==> src/rtl/sine_gen_pkg.sv <==
package sine_gen_pkg;

  // Resolution codes: index stride is 2**code
  typedef enum logic [2:0] {
    RES_256 = 3'd0,
    RES_128 = 3'd1,
    RES_64  = 3'd2,
    RES_32  = 3'd3,
    RES_16  = 3'd4,
    RES_8   = 3'd5
  } res_code_e;

  localparam logic [2:0] MAX_SHIFT = 3'(RES_8);

  // Map a raw code to the stride shift, saturating unused codes
  function automatic logic [2:0] stride_shift(input logic [2:0] code);
    return (code > MAX_SHIFT) ? MAX_SHIFT : code;
  endfunction

  // Unsigned sine code for table position k of 2**aw, data width dw
  function automatic int sine_code(input int k, input int aw, input int dw);
    real ph;
    int  mid;
    ph  = 6.283185307179586 * real'(k) / (2.0 ** aw);
    mid = 1 << (dw - 1);
    return mid + int'($floor(real'(mid - 1) * $sin(ph) + 0.5));
  endfunction

endpackage

==> src/rtl/sine_rom.sv <==
module sine_rom #(
  parameter int ADDR_W = 8,
  parameter int DATA_W = 8
) (
  input  logic              clk,
  input  logic              rst,
  input  logic              rd_en,
  input  logic [ADDR_W-1:0] addr,
  output logic [DATA_W-1:0] q
);
  import sine_gen_pkg::*;

  localparam int DEPTH = 1 << ADDR_W;
  localparam logic [DATA_W-1:0] MID = DATA_W'(1 << (DATA_W - 1));

  logic [DATA_W-1:0] mem [DEPTH];

  initial begin
    for (int i = 0; i < DEPTH; i++) begin
      mem[i] = DATA_W'(sine_code(i, ADDR_W, DATA_W));
    end
  end

  // Registered read with synchronous reset of the output register
  always_ff @(posedge clk) begin
    if (rst) begin
      q <= MID;
    end else if (rd_en) begin
      q <= mem[addr];
    end
  end

endmodule

==> src/rtl/sample_pacer.sv <==
module sample_pacer #(
  parameter int DELAY_W = 16
) (
  input  logic               clk,
  input  logic               rst,
  input  logic               go,
  input  logic               halt,
  input  logic [DELAY_W-1:0] dly,
  output logic               tick,
  output logic               running
);
  localparam int CNT_W = DELAY_W + 3;

  logic [DELAY_W:0]   dly_eff;
  logic [CNT_W-1:0]   reload;
  logic [CNT_W-1:0]   cnt;

  // Zero delay stands for the full 2**DELAY_W
  assign dly_eff = (dly == '0) ? {1'b1, {DELAY_W{1'b0}}} : {1'b0, dly};
  // Period is 4*D+13 clocks; counter reloads with period-1
  assign reload  = {dly_eff, 2'b00} + CNT_W'(12);

  assign tick = running && (cnt == '0) && !halt;

  always_ff @(posedge clk) begin
    if (rst) begin
      running <= 1'b0;
      cnt     <= '0;
    end else if (halt) begin
      running <= 1'b0;
    end else if (go) begin
      running <= 1'b1;
      cnt     <= '0;
    end else if (running) begin
      cnt <= (cnt == '0) ? reload : cnt - 1'b1;
    end
  end

endmodule

==> src/rtl/phase_step.sv <==
module phase_step #(
  parameter int ADDR_W = 8
) (
  input  logic              clk,
  input  logic              rst,
  input  logic              restart,
  input  logic              adv,
  input  logic [2:0]        shift,
  output logic [ADDR_W-1:0] idx
);
  logic [ADDR_W-1:0] stride;

  assign stride = ADDR_W'(1) << shift;

  always_ff @(posedge clk) begin
    if (rst || restart) begin
      idx <= '0;
    end else if (adv) begin
      idx <= idx + stride;
    end
  end

endmodule

==> src/rtl/sine_ladder_gen.sv <==
module sine_ladder_gen #(
  parameter int DATA_W  = 8,
  parameter int ADDR_W  = 8,
  parameter int DELAY_W = 16
) (
  input  logic               clk,
  input  logic               rst,
  input  logic               load_en,
  input  logic [2:0]         load_res,
  input  logic [DELAY_W-1:0] load_delay,
  input  logic               start,
  input  logic               stop,
  output logic [DATA_W-1:0]  sample_out,
  output logic               sample_stb,
  output logic               running
);
  import sine_gen_pkg::*;

  logic [2:0]         hold_res,  act_shift;
  logic [DELAY_W-1:0] hold_dly,  act_dly;
  logic               go, tick;
  logic [ADDR_W-1:0]  idx;

  assign go = start && !stop;

  // Holding and active parameter sets; start copies, bypassing a same-cycle load
  always_ff @(posedge clk) begin
    if (rst) begin
      hold_res  <= '0;
      hold_dly  <= '0;
      act_shift <= '0;
      act_dly   <= '0;
    end else begin
      if (load_en) begin
        hold_res <= load_res;
        hold_dly <= load_delay;
      end
      if (go) begin
        act_shift <= stride_shift(load_en ? load_res : hold_res);
        act_dly   <= load_en ? load_delay : hold_dly;
      end
    end
  end

  sample_pacer #(.DELAY_W(DELAY_W)) u_pacer (
    .clk     (clk),
    .rst     (rst),
    .go      (go),
    .halt    (stop),
    .dly     (act_dly),
    .tick    (tick),
    .running (running)
  );

  phase_step #(.ADDR_W(ADDR_W)) u_phase (
    .clk     (clk),
    .rst     (rst),
    .restart (go),
    .adv     (tick),
    .shift   (act_shift),
    .idx     (idx)
  );

  sine_rom #(.ADDR_W(ADDR_W), .DATA_W(DATA_W)) u_rom (
    .clk   (clk),
    .rst   (rst),
    .rd_en (tick),
    .addr  (idx),
    .q     (sample_out)
  );

  always_ff @(posedge clk) begin
    if (rst) sample_stb <= 1'b0;
    else     sample_stb <= tick;
  end

endmodule

==> config.mk <==
export PLATFORM = sky130hd
export DESIGN_NAME = sine_ladder_gen
export DESIGN_NICKNAME = d
export VERILOG_FILES = /design/src/rtl/sine_gen_pkg.sv /design/src/rtl/sine_rom.sv /design/src/rtl/sample_pacer.sv /design/src/rtl/phase_step.sv /design/src/rtl/sine_ladder_gen.sv
export SDC_FILE = /design/constraint.sdc
export NUM_CORES = 1
export LEC_CHECK = 0
export CAP_MARGIN = 20
export CORE_MARGIN = 5
export CORE_UTILIZATION = 39
export CTS_CLUSTER_DIAMETER = 40
export DETAILED_ROUTE_END_ITERATION = 10
export PLACE_DENSITY_LB_ADDON = 0.15
export SYNTH_ARGS = -nofsm -noshare
export SYNTH_HDL_FRONTEND = slang
export SYNTH_HIERARCHICAL = 1
export SYNTH_SLANG_ARGS = --single-unit
==> constraint.sdc <==
create_clock -name clk -period 4.63 [get_ports clk]
set_clock_uncertainty 0.2 [all_clocks]
set_input_delay 0.926 -clock clk [delete_from_list [all_inputs] [get_ports clk]]
set_output_delay 0.926 -clock clk [all_outputs]
set_load 0.005 [all_outputs]
==> flow_summary_export.csv, run 1 <==
group,metric,value,unit
die,die_area,0.01782,mm^2
synthesis,synth_edf_count,0,
final_layout,stdcell_count,973,
global_routing,grt_remaining_overflow,0,
clock_network,cts_resized,0,
synthesis,synth-seq-cells,75,
route,drt-total-wl,18340,um
synthesis,synth_warnings,6,
final_layout,diodes,0,
sta,final_hold_viol_count,0,
clock_network,cts_buffers,9,
final_layout,syn2layout_area_growth,10.54,%
final_layout,num-nets-final,826,
placement,hpwlAfterDp,12670,um
global_routing,use_met1,29.53,%
synthesis,synth_cell_types,88,
synthesis,syn_inst,789,
global_routing,grt_pass1_vias,5501,
synthesis,yosys.area.top_type_share,25.24,%
synthesis,yosys-top-cells-area,"dfxtp_1, nor2_1, o21ai_0",
worst_setup_path,critical_path.max_fanout,24,
synthesis,ys_top_cells_by_count,"nor2_1, dfxtp_1, nand2_1, o21ai_0, a21oi_1",
final_layout,drive_above_1_share,7.898,%
synthesis,synth_flop_cell,"dfxtp_1",
global_routing,grt_pass1_wl,29880,um
global_routing,grt_max_degree,55,
sta,fmax,269.4,MHz
route,antenna_left,0,
placement,dp.cells,957,
power,max-vdd-ir-drop,226.3,uV
clock_network,h-tree-depth,3,
placement,placement.io_buffers,33,
clock_network,clkSinkCount,75,
route,vias,6039,
worst_setup_path,crit_buf_inv,2,
route,drc,0,
worst_setup_path,crit_type,"reg -> reg",
clock_network,clk_pin_slew,0.06,ns
sta,setup_violations,0,
worst_setup_path,arrival,3.78,ns
synthesis,syn_nets,835,
worst_setup_path,required,4.70,ns
global_routing,grtUsageTotal,20.36,%
run,drv_cap,0,
power,power.leakage,2.474,nW
outcome,status,"finished, final reports clean",
synthesis,syn_avg_cell_area,7.539,um^2
synthesis,synth_top_cell_by_area,"dfxtp_1",
sta,worst_pin_slew,0.9748,ns
die,io_pins,34,
min_path,min_path_cells,2,
die,core_area,0.01509,mm^2
worst_setup_path,crit_top_cell,"nor2_1",
clock_network,ctsHoldBuffers,0,
worst_setup_path,crit_chain,"inv_1 -> ha_1 -> or4b_1 -> or3_4 -> or4_1 -> nor3b_2 -> buf_4 -> nor2_1 -> nor2_1 -> nand3_1 -> a311oi_1 -> a311o_1",
route,dr.pass1.iters,6,
route,drt_iter0_drc,706,
sta,fin_crit,3.711,ns
sta,relSlewSlack,34.93,%
worst_setup_path,start_kind,"flop",
synthesis,ys_seq_area_share,25.24,%
global_routing,gr-max-usage-layer,"met2",
sta,fin_tns_setup,0,ns
synthesis,async_flop_share,0,%
clock_network,postCtsSetupRepairBufs,0,
sta,timing.hold.ws,0.2627,ns
min_path,hp-class,"reg -> reg",
worst_setup_path,worstRegToRegCells,12,
die,initial_core_util,39.42,%
synthesis,synth_most_common_cell,"nor2_1",
sta,fin_crit_sh,80.16,%
power,p_per_area,257.9,mW/mm^2
sta,slew_violations,0,
global_routing,antenna_found_initial,0,
clock_network,clk-insertion-delay-late,0.33,ns
route,via_per_inst,6.207,
clock_network,cts_root_buffer,"clkbuf_16",
die,die_w,133.5,um
final_layout,n_fill_cell,1554,
synthesis,synth_area,0.005948,mm^2
worst_setup_path,crit_path_end_kind,"flop",
sta,rsz0062_at_grt,"false",
global_routing,gr-usage-met3,4.494,%
placement,gp_congestion,0.9371,
clock_network,clock_path_buffers,2,
die,num_rows,45,
clock_network,cts_tree,"built",
global_routing,met2_usage,29.83,%
die,die_h,133.5,um
worst_setup_path,cp_num_cells,12,
worst_setup_path,max_stage_delay,0.61,ns
worst_setup_path,critical_path.top_delay_family,"simple AND/OR/NAND/NOR gates",
route,wire_per_inst,18.85,um
worst_setup_path,crit_slowest_cell,"or4b_1",
worst register-to-register path, stage by stage (launching register included):
cell,delay [ns]
dfxtp_1,0.34
inv_1,0.07
ha_1,0.18
or4b_1,0.61
or3_4,0.41
or4_1,0.53
nor3b_2,0.23
buf_4,0.31
nor2_1,0.08
nor2_1,0.13
nand3_1,0.09
a311oi_1,0.31
a311o_1,0.16
cells by family (layout without fill, tap and decap cells):
group | Yosys count | after routing | synth area share [%]
AND/OR/NAND/NOR | 308 | 308 | 26.29
AO/OA/AOI/OAI | 246 | 246 | 28.19
buffers and inverters | 94 | 90 | 7.993
flip-flops | 75 | 75 | 25.24
multiplexers | 30 | 30 | 5.469
adder cells (fa/ha/maj) | 22 | 22 | 4.754
XOR/XNOR | 14 | 14 | 2.061
final cells by class:
cell class | instances | area (um^2) | share of cell area, %
clock buffers | 9 | 225.2 | 3.425
clock inverters | 7 | 106.4 | 1.618
inverters | 28 | 105.1 | 1.598
multi-input cells | 620 | 3976 | 60.48
flip-flops and latches | 75 | 1504 | 22.87
well taps | 188 | 235.2 | 3.578
repair buffers | 46 | 422.9 | 6.432
routing by layer:
metal  vias up  routed length, um
li1       2890                  -
met2       265               7994
met4         0                477
met5         -                  0
met1      2848               8560
met3        36               1306
worst paths after layout:
path | end | slack (ns) | from
min | u_pacer/cnt[18]$_SDFFE_PP0P_ | 0.26 | u_pacer/cnt[18]$_SDFFE_PP0P_
max reg2reg | u_rom/q[1]$_SDFFE_PP0P_ | 0.92 | u_pacer/cnt[0]$_SDFFE_PP0P_
min reg2reg | u_pacer/cnt[18]$_SDFFE_PP0P_ | 0.26 | u_pacer/cnt[18]$_SDFFE_PP0P_
max | u_rom/q[1]$_SDFFE_PP0P_ | 0.92 | u_pacer/cnt[0]$_SDFFE_PP0P_
power by group:
group | switching (mW) | internal, mW | total [mW]
Sequential | 0.0253 | 0.670 | 0.696
Clock | 0.293 | 0.481 | 0.774
Combinational | 0.129 | 0.0969 | 0.226
placed cells by master, fill, tap and decap left out, types with 15 or more instances in the layout:
| cell | instances |
|---|---|
| o21ai_0 | 54 |
| mux2i_1 | 24 |
| nor3_1 | 26 |
| inv_1 | 23 |
| clkdlybuf4s50_1 | 32 |
| nand3_1 | 15 |
| ha_1 | 21 |
| dfxtp_1 | 73 |
| nand2b_1 | 24 |
| a211oi_1 | 26 |
| nand2_1 | 61 |
| a21oi_1 | 38 |
| nor2_1 | 95 |
flip-flops by register name (all words and copies together) (netlist names):
signal and count:
u_phase/idx 8, u_rom/q 8, u_pacer/running 1, act_dly 16, hold_dly 16, u_pacer/cnt 19, act_shift 3, sample_stb 1
hold_res 3
metrics by stage:
| stage | power, mW | util (%) | worst slack (ns) | instance area (um^2) |
|---|---|---|---|---|
| after global placement | 0.9289 | 41.38 | 1.090 | 6243 |
| after detailed placement | 0.9325 | 41.38 | 0.9213 | 6243 |
| after global routing | 1.764 | 43.57 | 0.6209 | 6575 |
| final | 1.695 | 43.57 | 0.9187 | 6575 |
| after floorplan | 0.8636 | - | 0.8821 | 5948 |
| after CTS | 1.714 | 43.57 | 0.8967 | 6575 |
(Power assumes the default switching activity.)
==> inputs of run 2 (changes only) <==
- clock period: 4.63 -> 3.2 ns (I/O delays scaled with it)
==> flow_summary_export.csv, run 2 (synthesis results as in run 1) <==
group,metric,value,unit
run,drv_cap,0,
die,initial_core_util,39.42,%
sta,fin_tns_setup,-0.003404,ns
clock_network,clk-insertion-delay-late,0.35,ns
sta,relSlewSlack,57.00,%
worst_setup_path,arrival,3.22,ns
placement,hpwlAfterDp,13360,um
die,die_area,0.01782,mm^2
global_routing,grt_max_degree,41,
die,die_h,133.5,um
sta,slew_violations,0,
final_layout,num-nets-final,852,
final_layout,diodes,0,
power,p_sw_share,29.16,%
power,p_per_area,347.5,mW/mm^2
worst_setup_path,crit_type,"reg -> reg",
power,finalPower,2.382,mW
final_layout,syn2layout_area_growth,15.23,%
clock_network,cts_root_buffer,"clkbuf_16",
global_routing,grt_pass1_vias,5845,
power,power.switching,694.5,uW
final_layout,drive_above_1_share,12.45,%
sta,rsz0062_at_grt,"true",
clock_network,clock_path_buffers,2,
clock_network,clk_pin_slew,0.06,ns
final_layout,reg_top3,"u_pacer/cnt (19), act_dly (16), hold_dly (16)",
outcome,violations,"negative setup slack",
power,internal_power,1.687,mW
power,power_frac_seq,42.2,%
route,antenna_left,0,
final_layout,final_common_cell,"nor2_1",
placement,dpl-instance-area,0.006455,mm^2
power,pwr-share-comb,14.9,%
placement,gp_congestion,0.9248,
min_path,hp-class,"reg -> reg",
final_layout,stdcell_area,0.006854,mm^2
die,io_pins,34,
power,max-vdd-ir-drop,327.4,uV
worst_setup_path,start_kind,"flop",
final_layout,largest-register,"u_pacer/cnt",
die,core_area,0.01509,mm^2
final_layout,utilization,45.42,%
final_layout,stdcell_count,999,
clock_network,ctsHoldBuffers,0,
global_routing,antenna_found_initial,0,
global_routing,grt_pass1_wl,30620,um
sta,worst_pin_slew,0.6392,ns
final_layout,n_fill_cell,1521,
global_routing,grtUsageTotal,21.00,%
route,drc,0,
sta,fmax,312.2,MHz
route,drt_iter0_drc,632,
power,power.leakage,2.609,nW
sta,fin_crit,3.203,ns
global_routing,grt_remaining_overflow,0,
worst_setup_path,required,3.22,ns
sta,setup_violations,1,
route,wire_per_inst,18.78,um
clock_network,clkSinkCount,75,
placement,placement.io_buffers,33,
clock_network,h-tree-depth,3,
clock_network,cts_buffers,9,
final_layout,mostFrequentLayoutCells,"nor2_1, dfxtp_1, nand2_1",
sta,final_hold_viol_count,0,
sta,setup_slack,-0.003404,ns
final_layout,largest_register_ffs,19,
worst_setup_path,critical_path.max_fanout,10,
die,die_w,133.5,um
route,drt-total-wl,18760,um
power,pwr-share-clk,42.9,%
route,dr.pass1.iters,5,
route,vias,6109,
die,num_rows,45,
sta,fin_crit_sh,100.1,%
placement,dp.cells,979,
worst_setup_path,crit_path_end_kind,"flop",
route,via_per_inst,6.115,
clock_network,cts_tree,"built",
outcome,status,"complete, but fails checks",
[run 2: area by class of cell]
cell class,count,area [um^2],area share [%]
well taps,188,235.2,3.432
flip-flops and latches,75,1506,21.98
inverters,28,110.1,1.606
clock inverters,7,71.32,1.041
repair buffers,72,668.1,9.748
clock buffers,9,225.2,3.286
multi-input cells,620,4038,58.91
[run 2: timing repair]
| item | 4_1_cts | 5_1_grt |
|---|---|---|
| endpoints found under the setup margin | 3 | 8 |
| endpoints found under the hold margin | 0 | 0 |
| resized for setup | 1 | 5 |
| buffers inserted | 3 | 0 |
| gates cloned | 1 | 0 |
| pin swaps | 2 | 0 |
[run 2: final timing paths]
| check | startpoint | to | slack [ns] | depth (start not counted) |
|---|---|---|---|---|
| setup reg to reg | u_pacer/cnt[1]$_SDFFE_PP0P_ | u_rom/q[3]$_SDFFE_PP0P_ | -0.003 | 12 |
| hold / removal | u_pacer/cnt[13]$_SDFFE_PP0P_ | u_pacer/cnt[13]$_SDFFE_PP0P_ | 0.27 | 2 |
| setup / recovery | u_pacer/cnt[1]$_SDFFE_PP0P_ | u_rom/q[3]$_SDFFE_PP0P_ | -0.003 | 12 |
| hold reg to reg | u_pacer/cnt[13]$_SDFFE_PP0P_ | u_pacer/cnt[13]$_SDFFE_PP0P_ | 0.27 | 2 |
[run 2: power by group through the flow]
stage	Sequential, mW	Combinational (mW)	Clock (mW)
after detailed placement	1.03	0.344	0
after global placement	1.02	0.343	0
after CTS	1.00	0.352	1.05
after floorplan	1.01	0.244	0
after global routing	1.01	0.389	1.08
final	1.00	0.355	1.02
[run 2: per-layer routing]
metal	global-route usage (%)	routed length, um
met5	0	0
met4	7.829	534
met3	4.872	1446
met2	31.15	8026
met1	29.63	8749
[run 2: worst max-delay path, cell delays in order (launching register included)]
cell and delay [ns]:
dfxtp_2 0.34, inv_2 0.07, ha_4 0.15, or4b_4 0.47, or3_4 0.38, or4_4 0.44
nor3b_4 0.25, buf_12 0.17, buf_12 0.11, nand2b_1 0.08, a31oi_1 0.14, and4_1 0.22
nor4_2 0.05
[run 2: metrics by stage]
stage	setup WS, ns	hold slack, ns
after detailed placement	-0.09554	0.2590
after global placement	0.03678	0.2519
final	-0.003404	0.2740
after global routing	-0.1472	0.2885
after CTS	0.001768	0.2672
after floorplan	-0.04132	0.2341
==> inputs of run 3 (changes only) <==
- CORE_UTILIZATION: 39 -> 55
- CTS_CLUSTER_DIAMETER: 40 -> 100
==> flow_summary_export.csv, run 3 (synthesis results as in run 1) <==
group,metric,value,unit
outcome,status,"finished, final reports clean",
die,die_w,114.0,um
die,initial_core_util,55.60,%
global_routing,grt_max_degree,42,
placement,dp.cells,928,
sta,setup_violations,0,
sta,fmax,314.0,MHz
die,die_h,114.0,um
clock_network,clk-insertion-delay-late,0.37,ns
worst_setup_path,worstRegToRegCells,12,
sta,timing.hold.ws,0.2720,ns
final_layout,utilization,63.13,%
final_layout,reg_top3,"u_pacer/cnt (19), act_dly (16), hold_dly (16)",
worst_setup_path,crit_type,"reg -> reg",
final_layout,n_fill_cell,977,
die,core_area,0.01070,mm^2
clock_network,clock_path_buffers,2,
sta,final_hold_viol_count,0,
min_path,min_path_cells,2,
clock_network,h-tree-depth,3,
clock_network,clk_pin_slew,0.09,ns
sta,worst_pin_slew,0.6797,ns
power,power.leakage,2.575,nW
final_layout,final_common_cell,"nor2_1",
clock_network,ctsHoldBuffers,0,
route,antenna_left,0,
power,finalPower,2.250,mW
power,p_per_area,333.1,mW/mm^2
worst_setup_path,r2r-end,"u_phase/idx[7]$_SDFFE_PP0P_",
worst_setup_path,critical_path.max_fanout,5,
route,wire_per_inst,19.53,um
worst_setup_path,crit_path_end_kind,"flop",
route,drc,0,
sta,fin_crit,3.185,ns
global_routing,grt_remaining_overflow,0,
final_layout,stdcell_count,951,
min_path,hp-class,"reg -> reg",
min_path,hp-start,"u_pacer/cnt[13]$_SDFFE_PP0P_",
sta,fin_crit_sh,99.52,%
worst_setup_path,start_kind,"flop",
die,io_pins,34,
die,die_area,0.01299,mm^2
global_routing,antenna_found_initial,0,
final_layout,register_area,0.001506,mm^2
worst_setup_path,arrival,3.29,ns
placement,placement.io_buffers,33,
final_layout,mostFrequentLayoutCells,"nor2_1, dfxtp_1, nand2_1",
clock_network,cts_buffers,9,
clock_network,cts_root_buffer,"clkbuf_8",
route,drt-total-wl,18570,um
final_layout,num-nets-final,852,
final_layout,syn2layout_area_growth,13.55,%
final_layout,largest-register,"u_pacer/cnt",
worst_setup_path,worstSetupStartpoint,"u_pacer/cnt[1]$_SDFFE_PP0P_",
route,vias,6307,
route,drt_iter0_drc,910,
run,drv_cap,0,
final_layout,multi_input_area,0.004053,mm^2
placement,gp_congestion,0.9930,
clock_network,cts_tree,"built",
global_routing,grt_pass1_wl,29470,um
worst_setup_path,r2r_setup_slack,0.02,ns
power,max-vdd-ir-drop,453.2,uV
die,num_rows,38,
final_layout,drive_above_1_share,12.82,%
worst_setup_path,reg2reg_from,"u_pacer/cnt[1]$_SDFFE_PP0P_",
sta,relSlewSlack,54.27,%
route,via_per_inst,6.632,
global_routing,grt_pass1_vias,5731,
final_layout,largest_register_ffs,19,
sta,slew_violations,0,
route,dr.pass1.iters,5,
min_path,hold_end,"u_pacer/cnt[13]$_SDFFE_PP0P_",
sta,fin_tns_setup,0,ns
final_layout,diodes,0,
clock_network,clkSinkCount,75,
worst_setup_path,required,3.31,ns
placement,hpwlAfterDp,12520,um
sta,rsz0062_at_grt,"true",
global_routing,grtUsageTotal,28.05,%
run 3: cell count changes in the layout (fill, tap and decap cells not counted), sizes merged:
cell | previous run | this run
inv | 34 | 30
bufinv | 0 | 2
buf | 39 | 40
bufbuf | 1 | 0
clkbuf | 9 | 10
clkinvlp | 0 | 1
run 3: critical path, stage by stage, from the launching register on:
cell     delay [ns]
dfxtp_2        0.34
inv_2          0.06
ha_4           0.14
or4b_4         0.47
or3_4          0.36
or4_4          0.45
nor3b_4        0.26
buf_12         0.15
buf_6          0.13
buf_4          0.14
o311a_1        0.18
o21ai_1        0.09
a21oi_1        0.15
run 3: metrics by stage:
step	instance area (um^2)	setup WS [ns]
after floorplan	6003	-0.04132
after global placement	6397	0.05550
after detailed placement	6397	-0.01844
after CTS	6674	0.01334
after global routing	6754	-0.06459
final	6754	0.01544
run 3: final cells by class:
type,count,share of cell area [%]
multi-input cells,620,60.00
flip-flops and latches,75,22.30
well taps,140,2.594
inverters,28,1.667
clock inverters,6,1.389
clock buffers,10,2.038
repair buffers,72,10.00
run 3: worst max-delay path by stage:
stage | endpoint | slack, ns | depth (start not counted)
after floorplan | u_phase/idx[5]$_SDFFE_PP0P_ | -0.04 | 11
after global placement | u_rom/q[1]$_SDFFE_PP0P_ | 0.06 | 12
after detailed placement | u_phase/idx[6]$_SDFFE_PP0P_ | -0.02 | 11
after CTS | u_rom/q[1]$_SDFFE_PP0P_ | 0.01 | 12
after global routing | u_phase/idx[7]$_SDFFE_PP0P_ | -0.06 | 12
final | u_phase/idx[7]$_SDFFE_PP0P_ | 0.02 | 12
run 3: metal layers:
layer	part of all wire, %	routed length [um]	vias up	global-route usage, %
met3	10	1925	58	6.737
li1	-	-	2931	-
met2	43	7974	381	41.26
met1	43	8079	2937	39.17
met4	3.2	594	0	11.80
met5	0	0	-	0
run 3: power by group:
part	total (mW)	switching (mW)	internal [mW]
Sequential	1.00	0.0344	0.969
Clock	0.884	0.416	0.468
Combinational	0.363	0.200	0.163
Total	2.25	0.650	1.60
run 3: timing repair:
action / in CTS / in global routing
buffers inserted: 1 / 6
resized for setup: 1 / 13
pin swaps: 2 / 6
endpoints found under the hold margin: 0 / 0
cloned: 1 / 0
setup endpoints to repair: 2 / 7
